==> config.mk <==
export PLATFORM = sky130hd
export DESIGN_NAME = fb_scan_addrgen
export DESIGN_NICKNAME = d
export VERILOG_FILES = /design/src/rtl/fbs_pkg.sv /design/src/rtl/fbs_shadow.sv /design/src/rtl/fbs_credit.sv /design/src/rtl/fbs_line_seq.sv /design/src/rtl/fb_scan_addrgen.sv
export SDC_FILE = /design/constraint.sdc
export NUM_CORES = 1
export LEC_CHECK = 0
export BUFFER_PORTS_ARGS = -buffer_cell sky130_fd_sc_hd__buf_2
export CORE_AREA = 2 2 181 183
export CTS_BUF_LIST = sky130_fd_sc_hd__clkbuf_4 sky130_fd_sc_hd__clkbuf_8
export DETAILED_ROUTE_END_ITERATION = 7
export DIE_AREA = 0 0 183 185
export GPL_TIMING_DRIVEN = 0
export MAX_ROUTING_LAYER = met4
export SLEW_MARGIN = 15
export SYNTH_ARGS = -nofsm -noshare
export SYNTH_HDL_FRONTEND = slang
export SYNTH_SLANG_ARGS = --single-unit
==> constraint.sdc <==
create_clock -name clk -period 4.8 [get_ports clk]
set_input_delay 0.96 -clock clk [delete_from_list [all_inputs] [get_ports clk]]
set_output_delay 0.96 -clock clk [all_outputs]
set_load 0.01 [all_outputs]
==> src/rtl/fbs_pkg.sv <==
package fbs_pkg;
   typedef enum logic [1:0] {
      SQ_IDLE = 2'd0,
      SQ_LINE = 2'd1,
      SQ_DONE = 2'd2
   } seq_state_e;
endpackage

==> src/rtl/fbs_shadow.sv <==
module fbs_shadow #(
   parameter int ADDR_W     = 32,
   parameter int LEN_W      = 16,
   parameter int CNT_W      = 12,
   parameter int BEAT_BYTES = 8,
   parameter int MAX_BURST  = 16,
   parameter int MAX_OUTST  = 8,
   localparam int BL_W      = $clog2(MAX_BURST + 1),
   localparam int OUT_W     = $clog2(MAX_OUTST + 1),
   localparam int BB_LG     = $clog2(BEAT_BYTES)
) (
   input  logic              clk,
   input  logic              rst_n,
   input  logic              frame_start,
   input  logic [ADDR_W-1:0] cfg_base,
   input  logic [LEN_W-1:0]  cfg_line_len,
   input  logic [LEN_W-1:0]  cfg_line_pitch,
   input  logic [CNT_W-1:0]  cfg_last_line,
   input  logic [BL_W-1:0]   cfg_burst_max,
   input  logic [OUT_W-1:0]  cfg_outst_max,
   output logic [ADDR_W-1:0] sh_base,
   output logic [LEN_W-1:0]  sh_beats,
   output logic [LEN_W-1:0]  sh_pitch,
   output logic [CNT_W-1:0]  sh_last,
   output logic [BL_W-1:0]   sh_burst,
   output logic [OUT_W-1:0]  sh_outst
);
   logic [LEN_W-1:0] beats_in;
   logic [BL_W-1:0]  burst_in;
   logic [OUT_W-1:0] outst_in;

   // byte length to beat count, rounding a partial beat up
   generate
      if (BEAT_BYTES == 1) begin : g_byte_bus
         assign beats_in = cfg_line_len;
      end else begin : g_wide_bus
         logic [LEN_W:0] padded;
         assign padded   = {1'b0, cfg_line_len} + (LEN_W+1)'(BEAT_BYTES - 1);
         assign beats_in = LEN_W'(padded >> BB_LG);
      end
   endgenerate

   assign burst_in = (cfg_burst_max == '0 || cfg_burst_max > BL_W'(MAX_BURST))
                     ? BL_W'(MAX_BURST) : cfg_burst_max;
   assign outst_in = (cfg_outst_max > OUT_W'(MAX_OUTST)) ? OUT_W'(MAX_OUTST) : cfg_outst_max;

   always_ff @(posedge clk or negedge rst_n) begin
      if (!rst_n) begin
         sh_base  <= '0;
         sh_beats <= '0;
         sh_pitch <= '0;
         sh_last  <= '0;
         sh_burst <= BL_W'(MAX_BURST);
         sh_outst <= '0;
      end else if (frame_start) begin
         sh_base  <= cfg_base;
         sh_beats <= beats_in;
         sh_pitch <= cfg_line_pitch;
         sh_last  <= cfg_last_line;
         sh_burst <= burst_in;
         sh_outst <= outst_in;
      end
   end
endmodule

==> src/rtl/fbs_credit.sv <==
module fbs_credit #(
   parameter int MAX_OUTST = 8,
   localparam int OUT_W    = $clog2(MAX_OUTST + 1)
) (
   input  logic             clk,
   input  logic             rst_n,
   input  logic             take,
   input  logic             give,
   input  logic [OUT_W-1:0] limit,
   output logic [OUT_W-1:0] cnt,
   output logic             room
);
   logic [OUT_W-1:0] cnt_nx;

   always_comb begin
      cnt_nx = cnt;
      if (take && !give)
         cnt_nx = cnt + OUT_W'(1);
      else if (give && !take && cnt != '0)
         cnt_nx = cnt - OUT_W'(1);
   end

   always_ff @(posedge clk or negedge rst_n) begin
      if (!rst_n) cnt <= '0;
      else        cnt <= cnt_nx;
   end

   assign room = (cnt < limit);
endmodule

==> src/rtl/fbs_line_seq.sv <==
module fbs_line_seq
   import fbs_pkg::*;
#(
   parameter int ADDR_W     = 32,
   parameter int LEN_W      = 16,
   parameter int CNT_W      = 12,
   parameter int BEAT_BYTES = 8,
   parameter int MAX_BURST  = 16,
   localparam int BL_W      = $clog2(MAX_BURST + 1),
   localparam int BB_LG     = $clog2(BEAT_BYTES)
) (
   input  logic              clk,
   input  logic              rst_n,
   input  logic              frame_start,
   input  logic              line_start,
   input  logic [ADDR_W-1:0] sh_base,
   input  logic [LEN_W-1:0]  sh_beats,
   input  logic [LEN_W-1:0]  sh_pitch,
   input  logic [CNT_W-1:0]  sh_last,
   input  logic [BL_W-1:0]   sh_burst,
   input  logic              room,
   input  logic              req_ready,
   output logic              req_valid,
   output logic [ADDR_W-1:0] req_addr,
   output logic [BL_W-1:0]   req_beats,
   output logic              accept
);
   seq_state_e        state;
   logic [CNT_W-1:0]  line_idx;
   logic [ADDR_W-1:0] line_base;
   logic [ADDR_W-1:0] cur_addr;
   logic [LEN_W-1:0]  rem;
   logic              fresh;
   logic [LEN_W-1:0]  burst_w;
   logic [ADDR_W-1:0] next_base;

   assign burst_w   = (rem < LEN_W'(sh_burst)) ? rem : LEN_W'(sh_burst);
   assign next_base = fresh ? sh_base : line_base + ADDR_W'(sh_pitch);
   assign req_valid = (state == SQ_LINE) && room;
   assign req_addr  = cur_addr;
   assign req_beats = BL_W'(burst_w);
   assign accept    = req_valid && req_ready;

   always_ff @(posedge clk or negedge rst_n) begin
      if (!rst_n) begin
         state     <= SQ_DONE;
         line_idx  <= '0;
         line_base <= '0;
         cur_addr  <= '0;
         rem       <= '0;
         fresh     <= 1'b0;
      end else if (frame_start) begin
         state    <= SQ_IDLE;
         line_idx <= '0;
         fresh    <= 1'b1;
         rem      <= '0;
      end else begin
         unique case (state)
            SQ_IDLE: if (line_start) begin
               line_base <= next_base;
               cur_addr  <= next_base;
               fresh     <= 1'b0;
               rem       <= sh_beats;
               if (sh_beats != '0)        state <= SQ_LINE;
               else if (line_idx == sh_last) state <= SQ_DONE;
               else                       line_idx <= line_idx + CNT_W'(1);
            end
            SQ_LINE: if (accept) begin
               cur_addr <= cur_addr + (ADDR_W'(burst_w) << BB_LG);
               rem      <= rem - burst_w;
               if (rem == burst_w) begin
                  if (line_idx == sh_last) state <= SQ_DONE;
                  else begin
                     state    <= SQ_IDLE;
                     line_idx <= line_idx + CNT_W'(1);
                  end
               end
            end
            default: ;
         endcase
      end
   end
endmodule

==> src/rtl/fb_scan_addrgen.sv <==
module fb_scan_addrgen #(
   parameter int ADDR_W     = 32,
   parameter int LEN_W      = 16,
   parameter int CNT_W      = 12,
   parameter int BEAT_BYTES = 8,
   parameter int MAX_BURST  = 16,
   parameter int MAX_OUTST  = 8,
   localparam int BL_W      = $clog2(MAX_BURST + 1),
   localparam int OUT_W     = $clog2(MAX_OUTST + 1)
) (
   input  logic              clk,
   input  logic              rst_n,
   input  logic [ADDR_W-1:0] cfg_base,
   input  logic [LEN_W-1:0]  cfg_line_len,
   input  logic [LEN_W-1:0]  cfg_line_pitch,
   input  logic [CNT_W-1:0]  cfg_last_line,
   input  logic [BL_W-1:0]   cfg_burst_max,
   input  logic [OUT_W-1:0]  cfg_outst_max,
   input  logic              frame_start,
   input  logic              line_start,
   output logic              req_valid,
   input  logic              req_ready,
   output logic [ADDR_W-1:0] req_addr,
   output logic [BL_W-1:0]   req_beats,
   input  logic              rd_done
);
   generate
      if (BEAT_BYTES < 1 || (BEAT_BYTES & (BEAT_BYTES - 1)) != 0) begin : g_bad_beat
         $error("BEAT_BYTES must be a power of two");
      end
      if (MAX_BURST < 1 || MAX_OUTST < 1) begin : g_bad_limits
         $error("MAX_BURST and MAX_OUTST must be at least one");
      end
      if (LEN_W > ADDR_W) begin : g_bad_len
         $error("LEN_W must not exceed ADDR_W");
      end
   endgenerate

   logic [ADDR_W-1:0] sh_base;
   logic [LEN_W-1:0]  sh_beats;
   logic [LEN_W-1:0]  sh_pitch;
   logic [CNT_W-1:0]  sh_last;
   logic [BL_W-1:0]   sh_burst;
   logic [OUT_W-1:0]  sh_outst;
   logic [OUT_W-1:0]  outst_cnt;
   logic              room;
   logic              accept;

   fbs_shadow #(
      .ADDR_W(ADDR_W), .LEN_W(LEN_W), .CNT_W(CNT_W), .BEAT_BYTES(BEAT_BYTES),
      .MAX_BURST(MAX_BURST), .MAX_OUTST(MAX_OUTST)
   ) u_shadow (
      .clk(clk), .rst_n(rst_n), .frame_start(frame_start),
      .cfg_base(cfg_base), .cfg_line_len(cfg_line_len), .cfg_line_pitch(cfg_line_pitch),
      .cfg_last_line(cfg_last_line), .cfg_burst_max(cfg_burst_max), .cfg_outst_max(cfg_outst_max),
      .sh_base(sh_base), .sh_beats(sh_beats), .sh_pitch(sh_pitch), .sh_last(sh_last),
      .sh_burst(sh_burst), .sh_outst(sh_outst)
   );

   fbs_credit #(.MAX_OUTST(MAX_OUTST)) u_credit (
      .clk(clk), .rst_n(rst_n), .take(accept), .give(rd_done),
      .limit(sh_outst), .cnt(outst_cnt), .room(room)
   );

   fbs_line_seq #(
      .ADDR_W(ADDR_W), .LEN_W(LEN_W), .CNT_W(CNT_W), .BEAT_BYTES(BEAT_BYTES),
      .MAX_BURST(MAX_BURST)
   ) u_seq (
      .clk(clk), .rst_n(rst_n), .frame_start(frame_start), .line_start(line_start),
      .sh_base(sh_base), .sh_beats(sh_beats), .sh_pitch(sh_pitch), .sh_last(sh_last),
      .sh_burst(sh_burst), .room(room), .req_ready(req_ready),
      .req_valid(req_valid), .req_addr(req_addr), .req_beats(req_beats), .accept(accept)
   );
endmodule

==> impl_metrics.toml <==
[synth]
synthDistinctLibCells = 77
syn_inst = 1168
yosysTopAreaCell = "dfrtp_1"
synthFlopType = "dfrtp_1"
syn_area_per_cell_um2 = 9.39
ys_seq_area_share_pct = 41.5
syn_area_um2 = 11000
yosys_warnings = 0
ys_ff_latch = 182
synth_area_leaders = "dfrtp_1 (41%), mux2_2 (7.4%), ha_1 (5.5%)"
synth_edf_count = 0
async_reset_ff_share_pct = 100
synth_top_area_share_pct = 41.1

[cts]
cts_tree = "yes"
cts_root_buf = "clkbuf_8"
path_clk_slew_ps = 100
cts_sinks = 182
htreeDepth = 4
clockBufferDepth = 2
cts_buffers = 17
insertion_delay_ps = 500

[floorplanning]
rows = 66
die_height_um = 185
initial_core_util_pct = 34.2
dieArea_um2 = 33900
pin_count = 129
core-area_um2 = 32000
die_x_um = 183

[detailed_routing]
wl_mm = 33.0
wire_per_inst_um = 18.8
postRouteAntennaNets = 0
vias = 9610
drt_iter0_drc = 711
drc = 0
via_per_inst = 5.46
first_pass_iters = 5

[finish]
syn_to_final_growth_pct = 17.0
final_cell_mix = "dfrtp_1 (179), buf_2 (126), nand2_1 (120), nor2_1 (106)"
fin_nets = 1481
fin_area_um2 = 12800
fillers = 3237
multi_input_area_um2 = 6220
seq_area_um2 = 4560
utilization_pct = 40.1
drive_gt1_share_pct = 20.7
final_common_cell = "dfrtp_1"

[timing]
setup_tns_ps = 0
hold-worst-slack_ps = 484
period_share_pct = 96.5
setup_violations = 0
slew_headroom_pct = 38.8
period_minus_slack_ps = 4630
fmax_ghz = 0.216
rsz0062_at_grt = "false"
slew_violations = 0
worst_pin_slew_ps = 917
fin_worst_skew_ps = 20.4
hold_viol = 0

[global_route]
grt-ovfl-total = 0
grt_pass1_wl_mm = 52.0
track_usage_pct = 20.4
antenna_found_initial = 2
grt_pass1_vias = 9491
grt_start_max_net_pins = 97

[setup_path]
worst-path-max-fanout = 8
arrival_ps = 5020
required_ps = 5180
max_stage_delay_ps = 510
crit_chain = "or3_4 -> or3_4 -> or4_4 -> nor2_4 -> nand2_4 -> buf_4 -> mux2_2 -> ha_1 -> or3b_2 -> a31oi_1 -> o41a_1 -> a21oi_1 -> nor3_2 -> o21a_1 -> o221a_2"
crit_path_end_kind = "flip-flop"
crit_path_start_kind = "flip-flop"
criticalPathCategory = "flip-flop to flip-flop"
cp_common_cell = "or3_4"
critPathSlowestCell = "o41a_1"

[place]
placed_area_um2 = 12200
globalplace.congestion = 0.932
port_buffers = 127
hpwl_mm = 24.5

[power_and_ir_drop]
powerDensity_nw_per_um2 = 582
vdd_ir_drop_max_mv = 0.222
cellLeakagePower_nw = 5.52

[worst_hold_path]
min_path_type = "flip-flop to flip-flop"

[status]
status = "finished clean"

[job]
maxCapViolCount = 0
## logic make-up (layout without fill, tap and decap cells)
family / after synthesis / after routing / share of synthesized area (%)
and+or+nand+nor: 369 / 369 / 15.7
AOI/OAI and AO/OA: 321 / 321 / 19.3
xor gates and xnor gates: 70 / 70 / 5.59
muxes: 85 / 85 / 8.58
other: 1 / 13 / 0.0342
adders and majority gates: 52 / 52 / 6.20
DFF: 182 / 182 / 41.5
buffers and inverters: 88 / 261 / 3.02
## synthesized netlist by cell type (10+ instances only)
library cell	n
dfrtp_1	180
nand2_1	121
nor2_1	107
o21ai_0	79
a21oi_1	77
mux2_2	72
ha_1	48
xnor2_1	48
clkbuf_1	47
inv_1	34
nand3_1	26
xor2_1	22
a31oi_1	18
and3_1	18
nand4_1	17
nor3_1	17
o21a_1	17
a21o_1	13
mux2i_1	13
nor2b_1	12
o211ai_1	12
and2_1	11
o22ai_1	10
## flip-flops by register name (all words and copies together), names as in the netlist, 12 cells and up
register,count
u_seq.rem,16
u_seq.line_base,32
u_seq.req_addr,32
u_shadow.sh_last,12
u_shadow.sh_pitch,16
u_shadow.sh_base,32
u_seq.line_idx,12
u_shadow.sh_beats,14
## final timing paths
path,slack [ps],startpoint,cells after the start,endpoint
hold reg to reg,480,u_seq.req_addr[2],2,u_seq.req_addr[2]
setup reg to reg,170,u_seq.rem[10],15,u_seq.req_addr[28]
hold / removal,480,u_seq.req_addr[2],2,u_seq.req_addr[2]
setup / recovery,170,u_seq.rem[10],15,u_seq.req_addr[28]
min in group asynchronous,490,rst_n,1,u_shadow.sh_base[30]
max in group asynchronous,3320,rst_n,2,u_shadow.sh_burst[4]
## critical path, delay by kind of cell (launching register included)
kind / cells / cell delay (ps)
flip-flops: 1 / 400
buffers and inverters: 1 / 170
adder cells (fa/ha/maj): 1 / 320
AO/OA/AOI/OAI: 5 / 1490
multiplexers: 1 / 300
AND/OR/NAND/NOR: 7 / 1850
## layout make-up
| cell class | count | share of cell area, % |
|---|---|---|
| repair buffers | 142 | 6.06 |
| flip-flops and latches | 182 | 35.5 |
| diodes | 2 | 0.0390 |
| clock buffers | 18 | 1.88 |
| multi-input cells | 908 | 48.4 |
| well taps | 408 | 3.98 |
| inverters | 36 | 1.05 |
| clock inverters | 14 | 1.55 |
| plain buffers | 51 | 1.49 |
## routing by layer
| layer | global-route usage [%] | vias to the layer above | wire (µm) |
|---|---|---|---|
| met5 | - | - | 0 |
| met4 | 7.49 | 0 | 1090 |
| met3 | 3.09 | 45 | 1610 |
| met2 | 30.9 | 292 | 14600 |
| met1 | 27.9 | 4687 | 15800 |
| li1 | - | 4586 | - |
## timing repair
action                                  CTS  global route
endpoints found under the setup margin   14            23
resized for setup                         9            13
pin swaps                                 1             6
endpoints found under the hold margin     0             0
hold buffers                              0             0
setup buffers                             2            12
## power breakdown
group | switching [mW] | internal [mW]
Clock | 0.599 | 0.579
Combinational | 2.29 | 1.64
Sequential | 0.419 | 1.94
## per-stage QoR
stage	power, mW	worst slack, ps	instances
5_1_grt	8.03	15.5	1761
2_1_floorplan	4.90	81.5	1178
6_report	7.47	167	1761
4_1_cts	7.28	-51.2	1748
3_3_place_gp	5.95	-757	1713
3_5_place_dp	6.01	-754	1714
No activity file was read; power rests on OpenSTA's default activity.
